`src/rtl/pci_bm_pkg.sv`:
```
`timescale 1ns/1ps
package pci_bm_pkg;

  typedef enum logic [2:0] {
    ST_IDLE,
    ST_REQ,
    ST_ADDR,
    ST_DATA,
    ST_ABORT,
    ST_TURN
  } bm_state_e;

  localparam logic [3:0] CMD_RD_MULT  = 4'hC;
  localparam logic [3:0] CMD_RD_LINE  = 4'hE;
  localparam logic [3:0] CMD_WR       = 4'h7;
  localparam logic [3:0] CMD_WR_INVAL = 4'hF;

  // Command selection from direction and structure class
  function automatic logic [3:0] pick_cmd(input logic wr, input logic ctrl,
                                          input logic inval_ok);
    logic [3:0] c;
    if (!wr)       c = ctrl ? CMD_RD_LINE : CMD_RD_MULT;
    else if (ctrl) c = CMD_WR;
    else           c = inval_ok ? CMD_WR_INVAL : CMD_WR;
    return c;
  endfunction

endpackage

```
`src/rtl/pci_bm_planner.sv`:
```
`timescale 1ns/1ps
module pci_bm_planner
  import pci_bm_pkg::*;
#(
  parameter int CNT_W = 16,
  parameter int LVL_W = 5
) (
  input  logic [CNT_W-1:0] req_bytes,
  input  logic [CNT_W-1:0] max_bytes,
  input  logic             req_write,
  input  logic             req_ctrl,
  input  logic             mwi_en,
  input  logic [LVL_W-1:0] fifo_space,
  input  logic [LVL_W-1:0] fifo_level,
  output logic [CNT_W-1:0] burst_words,
  output logic [3:0]       cmd
);

  // Smallest of request, optional cap and FIFO availability, in words
  function automatic logic [CNT_W-1:0] clip_words(input logic [CNT_W-1:0] nbytes,
                                                  input logic [CNT_W-1:0] cap,
                                                  input logic [CNT_W-1:0] avail,
                                                  input logic cap_on);
    logic [CNT_W-1:0] w;
    w = nbytes >> 2;
    if (cap_on && (cap != '0) && ((cap >> 2) < w)) w = cap >> 2;
    if (avail < w) w = avail;
    return w;
  endfunction

  logic [CNT_W-1:0] avail_words;

  always_comb begin
    avail_words = req_write ? CNT_W'(fifo_level) : CNT_W'(fifo_space);
    burst_words = clip_words(req_bytes, max_bytes, avail_words, !req_write);
    cmd         = pick_cmd(req_write, req_ctrl, mwi_en);
  end

endmodule

```
`src/rtl/pci_bm_devsel_timer.sv`:
```
`timescale 1ns/1ps
module pci_bm_devsel_timer #(
  parameter int TIMEOUT = 5
) (
  input  logic clk,
  input  logic rst_n,
  input  logic start,
  input  logic active,
  input  logic devsel_n,
  output logic abort_now
);

  localparam int TW = $clog2(TIMEOUT + 1);
  localparam logic [TW-1:0] T_LAST = TW'(TIMEOUT);
  localparam logic [TW-1:0] T_ONE  = TW'(1);

  logic [TW-1:0] since_addr_q;
  logic          claimed_q;

  always_ff @(posedge clk or negedge rst_n) begin
    if (!rst_n) begin
      since_addr_q <= '0;
      claimed_q    <= 1'b0;
    end else if (start) begin
      since_addr_q <= T_ONE;
      claimed_q    <= 1'b0;
    end else if (active) begin
      if (!devsel_n) claimed_q <= 1'b1;
      if (since_addr_q != T_LAST) since_addr_q <= since_addr_q + T_ONE;
    end
  end

  assign abort_now = active && devsel_n && !claimed_q && (since_addr_q == T_LAST);

  // an abort decision always leaves the data phase on the next clock
  assert_abort_exit_R10: assert property (@(posedge clk) disable iff (!rst_n)
    abort_now |=> !active);

  // a target that has claimed the cycle is never aborted
  assert_no_abort_after_claim_R10: assert property (@(posedge clk) disable iff (!rst_n)
    (active && claimed_q) |-> !abort_now);

endmodule

```
`src/rtl/pci_bm_seq.sv`:
```
`timescale 1ns/1ps
module pci_bm_seq
  import pci_bm_pkg::*;
#(
  parameter int BUS_W = 32,
  parameter int CNT_W = 16
) (
  input  logic             clk,
  input  logic             rst_n,
  input  logic             req_valid,
  input  logic [BUS_W-1:0] req_addr,
  input  logic             req_write,
  input  logic [CNT_W-1:0] burst_words,
  input  logic [3:0]       cmd,
  input  logic             abort_now,
  output logic             addr_phase,
  output logic             data_phase,
  output logic             busy,
  output logic             done,
  output logic             err,
  output logic [CNT_W-1:0] xfer_words,
  output logic             fifo_wr_en,
  output logic [BUS_W-1:0] fifo_wr_data,
  output logic             fifo_rd_en,
  input  logic [BUS_W-1:0] fifo_rd_data,
  output logic             req_n,
  input  logic             gnt_n,
  output logic             frame_n,
  output logic             irdy_n,
  input  logic             trdy_n,
  input  logic             devsel_n,
  input  logic [BUS_W-1:0] ad_in,
  output logic [BUS_W-1:0] ad_out,
  output logic             ad_oe,
  output logic [3:0]       cbe_n,
  output logic             cbe_oe
);

  localparam logic [CNT_W-1:0] ONE = CNT_W'(1);

  bm_state_e        state_q;
  logic [BUS_W-1:0] addr_q;
  logic [CNT_W-1:0] words_q;
  logic [CNT_W-1:0] cnt_q;
  logic [3:0]       cmd_q;
  logic             wr_q;
  logic             aborted_q;

  logic xfer;
  logic last_beat;

  assign addr_phase = (state_q == ST_ADDR);
  assign data_phase = (state_q == ST_DATA);
  assign xfer       = data_phase && !trdy_n && !devsel_n;
  assign last_beat  = (cnt_q + ONE) == words_q;

  always_ff @(posedge clk or negedge rst_n) begin
    if (!rst_n) begin
      state_q   <= ST_IDLE;
      addr_q    <= '0;
      words_q   <= '0;
      cnt_q     <= '0;
      cmd_q     <= 4'h0;
      wr_q      <= 1'b0;
      aborted_q <= 1'b0;
    end else begin
      unique case (state_q)
        ST_IDLE: if (req_valid) begin
          addr_q    <= req_addr;
          wr_q      <= req_write;
          cmd_q     <= cmd;
          words_q   <= burst_words;
          cnt_q     <= '0;
          aborted_q <= 1'b0;
          state_q   <= (burst_words == '0) ? ST_TURN : ST_REQ;
        end
        ST_REQ:   if (!gnt_n) state_q <= ST_ADDR;
        ST_ADDR:  state_q <= ST_DATA;
        ST_DATA: begin
          if (abort_now) begin
            aborted_q <= 1'b1;
            state_q   <= ST_ABORT;
          end else if (xfer) begin
            cnt_q <= cnt_q + ONE;
            if (last_beat) state_q <= ST_TURN;
          end
        end
        ST_ABORT: state_q <= ST_TURN;
        ST_TURN:  state_q <= ST_IDLE;
        default:  state_q <= ST_IDLE;
      endcase
    end
  end

  // Pin decode from registered state
  always_comb begin
    req_n   = !(state_q == ST_REQ);
    frame_n = !(addr_phase || (data_phase && !last_beat));
    irdy_n  = !(data_phase || state_q == ST_ABORT);
    ad_oe   = addr_phase || (data_phase && wr_q);
    ad_out  = addr_phase ? addr_q : ((data_phase && wr_q) ? fifo_rd_data : '0);
    cbe_oe  = addr_phase || data_phase || (state_q == ST_ABORT);
    cbe_n   = addr_phase ? cmd_q : (cbe_oe ? 4'b0000 : 4'hF);
  end

  assign fifo_wr_en   = xfer && !wr_q;
  assign fifo_wr_data = ad_in;
  assign fifo_rd_en   = xfer && wr_q;
  assign busy         = (state_q != ST_IDLE);
  assign done         = (state_q == ST_TURN);
  assign err          = done && aborted_q;
  assign xfer_words   = cnt_q;

  // the single address phase is followed by a data phase
  assert_addr_to_data_R3: assert property (@(posedge clk) disable iff (!rst_n)
    (!frame_n && irdy_n) |=> !irdy_n);

  // IRDY# is never withdrawn before a handshake or an abort
  assert_irdy_hold_R4: assert property (@(posedge clk) disable iff (!rst_n)
    (data_phase && !xfer && !abort_now) |=> !irdy_n);

  // FRAME# only rises while IRDY# is asserted
  assert_frame_rise_R6: assert property (@(posedge clk) disable iff (!rst_n)
    $rose(frame_n) |-> !irdy_n);

  // the word count never passes the planned burst length
  assert_beat_bound_R7: assert property (@(posedge clk) disable iff (!rst_n)
    cnt_q <= words_q);

  // an empty burst completes without asking for the bus
  assert_zero_skip_R9: assert property (@(posedge clk) disable iff (!rst_n)
    (state_q == ST_IDLE && req_valid && burst_words == '0) |=> (done && req_n));

endmodule

```
`src/rtl/pci_burst_master.sv`:
```
`timescale 1ns/1ps
module pci_burst_master
  import pci_bm_pkg::*;
#(
  parameter int BUS_W      = 32,
  parameter int CNT_W      = 16,
  parameter int FIFO_DEPTH = 16,
  parameter int DEVSEL_TO  = 5,
  localparam int LVL_W     = $clog2(FIFO_DEPTH + 1)
) (
  input  logic             clk,
  input  logic             rst_n,
  input  logic             req_valid,
  input  logic [BUS_W-1:0] req_addr,
  input  logic [CNT_W-1:0] req_bytes,
  input  logic             req_write,
  input  logic             req_ctrl,
  input  logic             mwi_en,
  input  logic [CNT_W-1:0] max_bytes,
  output logic             busy,
  output logic             done,
  output logic             err,
  output logic [CNT_W-1:0] xfer_words,
  input  logic [LVL_W-1:0] fifo_space,
  input  logic [LVL_W-1:0] fifo_level,
  output logic             fifo_wr_en,
  output logic [BUS_W-1:0] fifo_wr_data,
  output logic             fifo_rd_en,
  input  logic [BUS_W-1:0] fifo_rd_data,
  output logic             req_n,
  input  logic             gnt_n,
  output logic             frame_n,
  output logic             irdy_n,
  input  logic             trdy_n,
  input  logic             devsel_n,
  input  logic [BUS_W-1:0] ad_in,
  output logic [BUS_W-1:0] ad_out,
  output logic             ad_oe,
  output logic [3:0]       cbe_n,
  output logic             cbe_oe
);

  logic [CNT_W-1:0] burst_words;
  logic [3:0]       cmd;
  logic             addr_phase;
  logic             data_phase;
  logic             abort_now;

  pci_bm_planner #(.CNT_W(CNT_W), .LVL_W(LVL_W)) planner_i (
    .req_bytes   (req_bytes),
    .max_bytes   (max_bytes),
    .req_write   (req_write),
    .req_ctrl    (req_ctrl),
    .mwi_en      (mwi_en),
    .fifo_space  (fifo_space),
    .fifo_level  (fifo_level),
    .burst_words (burst_words),
    .cmd         (cmd)
  );

  pci_bm_devsel_timer #(.TIMEOUT(DEVSEL_TO)) timer_i (
    .clk       (clk),
    .rst_n     (rst_n),
    .start     (addr_phase),
    .active    (data_phase),
    .devsel_n  (devsel_n),
    .abort_now (abort_now)
  );

  pci_bm_seq #(.BUS_W(BUS_W), .CNT_W(CNT_W)) seq_i (
    .clk          (clk),
    .rst_n        (rst_n),
    .req_valid    (req_valid),
    .req_addr     (req_addr),
    .req_write    (req_write),
    .burst_words  (burst_words),
    .cmd          (cmd),
    .abort_now    (abort_now),
    .addr_phase   (addr_phase),
    .data_phase   (data_phase),
    .busy         (busy),
    .done         (done),
    .err          (err),
    .xfer_words   (xfer_words),
    .fifo_wr_en   (fifo_wr_en),
    .fifo_wr_data (fifo_wr_data),
    .fifo_rd_en   (fifo_rd_en),
    .fifo_rd_data (fifo_rd_data),
    .req_n        (req_n),
    .gnt_n        (gnt_n),
    .frame_n      (frame_n),
    .irdy_n       (irdy_n),
    .trdy_n       (trdy_n),
    .devsel_n     (devsel_n),
    .ad_in        (ad_in),
    .ad_out       (ad_out),
    .ad_oe        (ad_oe),
    .cbe_n        (cbe_n),
    .cbe_oe       (cbe_oe)
  );

  // a read never pops the FIFO and a write never pushes it
  assert_fifo_dir_R12: assert property (@(posedge clk) disable iff (!rst_n)
    !(fifo_wr_en && fifo_rd_en));

endmodule

```
`config.mk`:
```
export PLATFORM = sky130hd
export DESIGN_NAME = pci_burst_master
export DESIGN_NICKNAME = d
export VERILOG_FILES = /design/src/rtl/pci_bm_pkg.sv /design/src/rtl/pci_bm_planner.sv /design/src/rtl/pci_bm_devsel_timer.sv /design/src/rtl/pci_bm_seq.sv /design/src/rtl/pci_burst_master.sv
export SDC_FILE = /design/constraint.sdc
export NUM_CORES = 1
export LEC_CHECK = 0
export CORE_ASPECT_RATIO = 1.2
export CORE_MARGIN = 2
export CORE_UTILIZATION = 46
export DETAILED_ROUTE_END_ITERATION = 7
export HOLD_SLACK_MARGIN = 0.08
export PLACE_DENSITY = 0.95
export SLEW_MARGIN = 5
export SYNTH_ARGS = -nofsm -noshare
export SYNTH_HDL_FRONTEND = slang
export SYNTH_HIERARCHICAL = 1
export SYNTH_SLANG_ARGS = --single-unit
```
`constraint.sdc`:
```
create_clock -name clk -period 7.69 [get_ports clk]
set_clock_uncertainty 0.2 [all_clocks]
set_input_delay 1.538 -clock clk [delete_from_list [all_inputs] [get_ports clk]]
set_output_delay 1.538 -clock clk [all_outputs]
set_load 0.1 [all_outputs]
```
==> impl_metrics.json, run 1 <==
{
  "status": "finished clean",
  "dp_hpwl_um": 10700,
  "fin_area_mm2": 0.00716,
  "netlist_instances": 550,
  "cts_resized": 0,
  "cts_setup_buffers": 0,
  "gp_congestion": 0.925,
  "slew_headroom_pct": 19.3,
  "wl_per_cell_um": 16.6,
  "cpLargestDelayFamily": "compound AO/OA/AOI/OAI gates",
  "power_density_mw_per_mm2": 409,
  "reg2reg_depth": 6,
  "synth-async-reset-ratio_pct": 100,
  "max_freq_mhz": 153,
  "die_h_um": 122,
  "cts_buffer_depth": 2,
  "min-delay-start": "seq_i/cmd_q[0]",
  "dpl_cell_area_mm2": 0.00686,
  "drc_errors": 0,
  "synth_area_leaders": "dfrtp_1, mux2_2, buf_4, a22o_1, ha_1",
  "crit_type": "primary input to flip-flop",
  "cts_hold_buf": 0,
  "maxCapViolCount": 0,
  "clk_latency_ps": 330,
  "yosysMostFrequentCell": "dfrtp_1",
  "grt_overflow": 0,
  "grt_setup_unrepaired": "false",
  "synth.distinct_cells": 67,
  "crit_required_ps": 7720,
  "antenna_cells": 0,
  "r2r-start": "seq_i/xfer_words[0]",
  "endpoint_kind": "flip-flop",
  "worst-path-buf-inv": 2,
  "fin_crit_sh_pct": 85.1,
  "synth_edf_count": 0,
  "io_pins": 241,
  "cp-startpoint": "req_bytes[9]",
  "grt_max_degree": 78,
  "fin_crit_ps": 6540,
  "cp-start-kind": "primary input",
  "clkSinkCount": 77,
  "htreeDepth": 3,
  "die_width_um": 102,
  "grt_pass1_vias": 4875,
  "yosysWarningCount": 6,
  "vias": 4595,
  "cpPeakStageDelay_ps": 790,
  "port_buffers": 174,
  "yosysTopAreaCellShare_pct": 36.2,
  "die_area_mm2": 0.0124,
  "area_delta_synth_final_pct": 34.6,
  "whs_endpoint": "seq_i/cmd_q[0]",
  "min_path_type": "flip-flop to flip-flop",
  "routed_wl_um": 13900,
  "start_util_pct": 46.6,
  "synth_common_cells": "dfrtp_1, mux2_2, buf_4",
  "grtUsageTotal_pct": 23.4,
  "rows": 43,
  "setup_tns_ps": 0,
  "root_buffer": "clkbuf_16",
  "drive_gt1_share_pct": 13.9,
  "worstMarginPinSlew_ps": 1210,
  "dp.cells": 818,
  "layout.nets": 839,
  "drtPass1Iterations": 4,
  "final_cells": 834,
  "r2r_end": "seq_i/state_q[1]",
  "crit_slowest_cell": "a221oi_2",
  "antenna_found_initial": 0,
  "grt_pass1_wl_um": 22800,
  "drt.antenna.violating_nets": 0,
  "synth_top_cell_by_area": "dfrtp_1",
  "netlist_area_mm2": 0.00532,
  "cts_tree": "built",
  "synth_seq_cells": 77,
  "cpMostUsedCell": "a21o_1",
  "peakVddDrop_mv": 0.308,
  "hold_viol_final": 0,
  "crit_chain": "clkdlybuf4s50_1 > inv_1 > ha_1 > a21o_1 > a21o_1 > a21o_1 > a221oi_2 > nor2_1 > a21oi_1 > ha_1 > a21o_1 > a21o_1 > nor2_1 > nor2_1 > mux2i_2 > a21oi_4 > mux2i_1 > nor4_1 > nand4_1 > nor4_1 > o21a_1 > a31oi_1 > o31ai_1",
  "routed_via_density": 5.51,
  "ys.flop_type": "dfrtp_1",
  "crit_fanout": 11,
  "p_leak_nw": 3.11,
  "coreArea_mm2": 0.0114,
  "hold_path_depth": 1,
  "clk_pin_slew_ps": 60,
  "syn_avg_cell_area_um2": 9.67,
  "total_power_mw": 2.93,
  "dr.first_iter.drc_count": 203,
  "drv_slew": 0,
  "crit_arrival_ps": 6570,
  "numCtsBuffers": 9,
  "reg2reg_setup_slack_ps": 4580,
  "setup_viol": 0,
  "ys_seq_area_share_pct": 36.2
}
## worst max path at each step
stage,to,slack (ps),cells after the start
4_1_cts,seq_i/state_q[2],1260,23
3_3_place_gp,seq_i/state_q[2],1180,23
2_1_floorplan,frame_n,650,7
5_1_grt,seq_i/state_q[2],900,23
6_report,seq_i/state_q[2],1150,23
3_5_place_dp,seq_i/state_q[2],930,23
## through the flow
stage	hold WS, ps	util, %	setup slack (ps)
after global placement	290	60.1	1180
after detailed placement	296	60.1	929
final	309	62.8	1150
after floorplan	281	-	650
after CTS	313	62.8	1260
after global routing	327	62.8	904
## registers in the layout (all words and copies together) (netlist names)
| name | flops |
|---|---|
| seq_i/addr_q | 32 |
| seq_i/words_q | 16 |
| seq_i/xfer_words | 16 |
| seq_i/cmd_q | 4 |
| seq_i/state_q | 3 |
| timer_i/since_addr_q | 3 |
| seq_i/aborted_q | 1 |
| seq_i/wr_q | 1 |
| timer_i/claimed_q | 1 |
## layout make-up
cell class | instances | area, µm²
Inverter | 26 | 97.6
Multi-Input combinational cell | 381 | 2870
Fill cell | 921 | 4250
Sequential cell | 77 | 1930
Clock buffer | 11 | 243
Clock inverter | 5 | 60.1
Tap cell | 157 | 196
Timing Repair Buffer | 177 | 1760
## kinds of logic (layout without fill, tap and decap cells)
| kind of cell | count (synthesis) | count (layout) | share of synthesized area (%) |
|---|---|---|---|
| AOI/OAI and AO/OA | 117 | 117 | 16.0 |
| xor gates and xnor gates | 16 | 16 | 2.64 |
| adders and majority gates | 20 | 20 | 4.71 |
| buffers and inverters | 102 | 219 | 10.6 |
| DFF | 77 | 77 | 36.2 |
| muxes | 72 | 72 | 15.1 |
| other | 2 | 12 | 0.141 |
| and+or+nand+nor | 144 | 144 | 14.6 |
## placed cells by master (no fill, tap or decap), types with 3 or more instances in the layout
cell type	Yosys	layout
clkdlybuf4s50_1	0	173
dfrtp_1	77	77
mux2_2	54	54
nor2_1	40	39
a22o_1	33	33
nand2_1	29	29
o21ai_0	28	28
inv_1	26	26
ha_1	20	20
a21oi_1	17	17
mux2i_1	15	15
conb_1	2	12
nor3_1	11	11
clkbuf_16	0	9
nand4_1	9	9
xnor2_1	8	8
xor2_1	8	8
o31ai_1	8	8
nor4_1	7	7
nand3_1	7	7
nor2b_1	6	6
a21o_1	5	5
clkinvlp_4	0	4
buf_4	45	4
or3_1	4	4
and2_1	4	4
and3_1	4	4
a31oi_1	4	4
or2_2	3	3
nand2b_1	3	3
## metal layers
layer  global-route usage (%)  up-vias  part of all wire (%)  wire, µm
met5                        0        -                     0         0
met4                     13.2        0                   4.0       557
met3                     5.39       48                   6.1       853
met2                     42.1      181                    53      7420
met1                     24.6     2204                    36      5060
li1                         -     2162                     -         -
## power by group
group          internal (mW)  total, mW  switching (mW)
logic                  0.552       1.80            1.25
registers              0.568      0.707           0.139
clock network          0.260      0.424           0.164
## worst reg2reg max path, cell delays in order (launching register included)
cell      delay, ps
dfrtp_1         480
ha_1            340
nand3_4         130
or3_1           520
or4_1           500
a2111o_1        500
o31a_1          320
(Power assumes the default switching activity.)
==> inputs of run 2 (changes only) <==
--- a/config.mk
+++ b/config.mk
@@ -5,6 +5,7 @@
 export SDC_FILE = /design/constraint.sdc
 export NUM_CORES = 1
 export LEC_CHECK = 0
+export CAP_MARGIN = 20
 export CORE_ASPECT_RATIO = 1.2
 export CORE_MARGIN = 2
 export CORE_UTILIZATION = 46
==> impl_metrics.json, run 2 (synthesized netlist as in run 1, its figures left out) <==
{
  "wl_per_cell_um": 16.7,
  "layout.nets": 840,
  "worstMarginPinSlew_ps": 1040,
  "largest_register_ffs": 32,
  "cpMostUsedCell": "a21o_1",
  "seq_area_mm2": 0.00193,
  "crit_type": "primary input to flip-flop",
  "p_leak_nw": 3.12,
  "cts_hold_buf": 0,
  "die_h_um": 122,
  "fin_crit_sh_pct": 84.9,
  "total_power_mw": 2.94,
  "hold_viol_final": 0,
  "peakVddDrop_mv": 0.307,
  "maxCapViolCount": 0,
  "grtUsageTotal_pct": 23.4,
  "fin_crit_ps": 6530,
  "routed_via_density": 5.50,
  "cp-start-kind": "primary input",
  "area_delta_synth_final_pct": 34.9,
  "max_freq_mhz": 153,
  "endpoint_kind": "flip-flop",
  "layout_common_cells": "clkdlybuf4s50_1, dfrtp_1, mux2_2, nor2_1, a22o_1",
  "start_util_pct": 46.6,
  "drtPass1Iterations": 5,
  "setup_tns_ps": 0,
  "cts_setup_buffers": 0,
  "dp_hpwl_um": 10700,
  "min_path_type": "flip-flop to flip-flop",
  "grt_max_degree": 78,
  "numCtsBuffers": 9,
  "power_density_mw_per_mm2": 410,
  "grt_setup_unrepaired": "false",
  "crit_required_ps": 7720,
  "htreeDepth": 3,
  "clk_pin_slew_ps": 60,
  "multi_input_area_mm2": 0.00287,
  "antenna_cells": 0,
  "grt_overflow": 0,
  "hold_path_depth": 1,
  "largest_register": "seq_i/addr_q",
  "grt_pass1_vias": 4875,
  "io_pins": 241,
  "rows": 43,
  "n_fill_cell": 920,
  "crit_arrival_ps": 6560,
  "cts_buffer_depth": 2,
  "cts_resized": 0,
  "root_buffer": "clkbuf_16",
  "crit_chain": "clkdlybuf4s50_1 > inv_1 > ha_1 > a21o_1 > a21o_1 > a21o_1 > a221oi_2 > nor2_1 > a21oi_1 > ha_1 > a21o_1 > a21o_1 > nor2_1 > nor2_1 > mux2i_2 > a21oi_4 > mux2i_1 > nor4_1 > nand4_1 > nor4_1 > o21a_1 > a31oi_1 > o31ai_1",
  "vias": 4590,
  "die_width_um": 102,
  "drt.antenna.violating_nets": 0,
  "drive_gt1_share_pct": 14.0,
  "grt_pass1_wl_um": 22800,
  "crit_slowest_cell": "a221oi_2",
  "layout_commonest_cell": "clkdlybuf4s50_1",
  "clkSinkCount": 77,
  "reg2reg_depth": 8,
  "status": "finished clean",
  "die_area_mm2": 0.0124,
  "slew_headroom_pct": 30.6,
  "setup_viol": 0,
  "antenna_found_initial": 0,
  "cpPeakStageDelay_ps": 790,
  "cts_tree": "built",
  "gp_congestion": 0.925,
  "drc_errors": 0,
  "drv_slew": 0,
  "coreArea_mm2": 0.0114,
  "routed_wl_um": 13900,
  "clk_latency_ps": 330,
  "dr.first_iter.drc_count": 205,
  "port_buffers": 174,
  "crit_fanout": 11
}
## run 2: path summary, 6_finish.rpt
kind | from | to | slack (ps)
worst max register to register | seq_i/state_q[1] | seq_i/xfer_words[12] | 4570
worst max-delay path | req_bytes[9] | seq_i/state_q[2] | 1160
worst min-delay path | seq_i/cmd_q[0] | seq_i/cmd_q[0] | 310
max in group asynchronous | rst_n | seq_i/xfer_words[13] | 5520
worst min register to register | seq_i/cmd_q[0] | seq_i/cmd_q[0] | 310
min in group asynchronous | rst_n | seq_i/xfer_words[4] | 1140
## run 2: layout make-up
cell class                      count  area share, %
Clock buffer                       11           3.38
Inverter                           26           1.36
Multi-Input combinational cell    381           40.0
Timing Repair Buffer              178           24.8
Sequential cell                    77           26.9
Tap cell                          157           2.74
Clock inverter                      5          0.837
## run 2: where the power goes
group          internal, mW  switching [mW]
Clock                 0.260           0.165
Sequential            0.568           0.139
Combinational         0.558            1.25
## run 2: through the flow
stage | setup WS, ps | instance area [µm²] | instances | util [%] | hold WS [ps]
after CTS | 1260 | 7160 | 834 | 62.8 | 313
final | 1160 | 7170 | 835 | 62.9 | 309
after global placement | 1180 | 6860 | 818 | 60.1 | 290
after global routing | 904 | 7170 | 835 | 62.9 | 327
after floorplan | 650 | 5360 | 560 | - | 281
after detailed placement | 929 | 6860 | 818 | 60.1 | 296
## run 2: layer usage
metal	routed length [µm]	GRT usage [%]	up-vias	part of all wire (%)
met3	878	5.39	48	6.3
met4	557	13.2	0	4.0
met2	7420	42.1	189	53
met1	5070	24.6	2188	36
met5	0	0	-	0
li1	-	-	2165	-
## run 2: worst max-delay path: cells and delay by family
| kind | cells | cell delay [ps] |
|---|---|---|
| muxes | 2 | 360 |
| AOI/OAI and AO/OA | 11 | 2270 |
| buffers and inverters | 2 | 540 |
| adders and majority gates | 2 | 580 |
| and+or+nand+nor | 6 | 1240 |
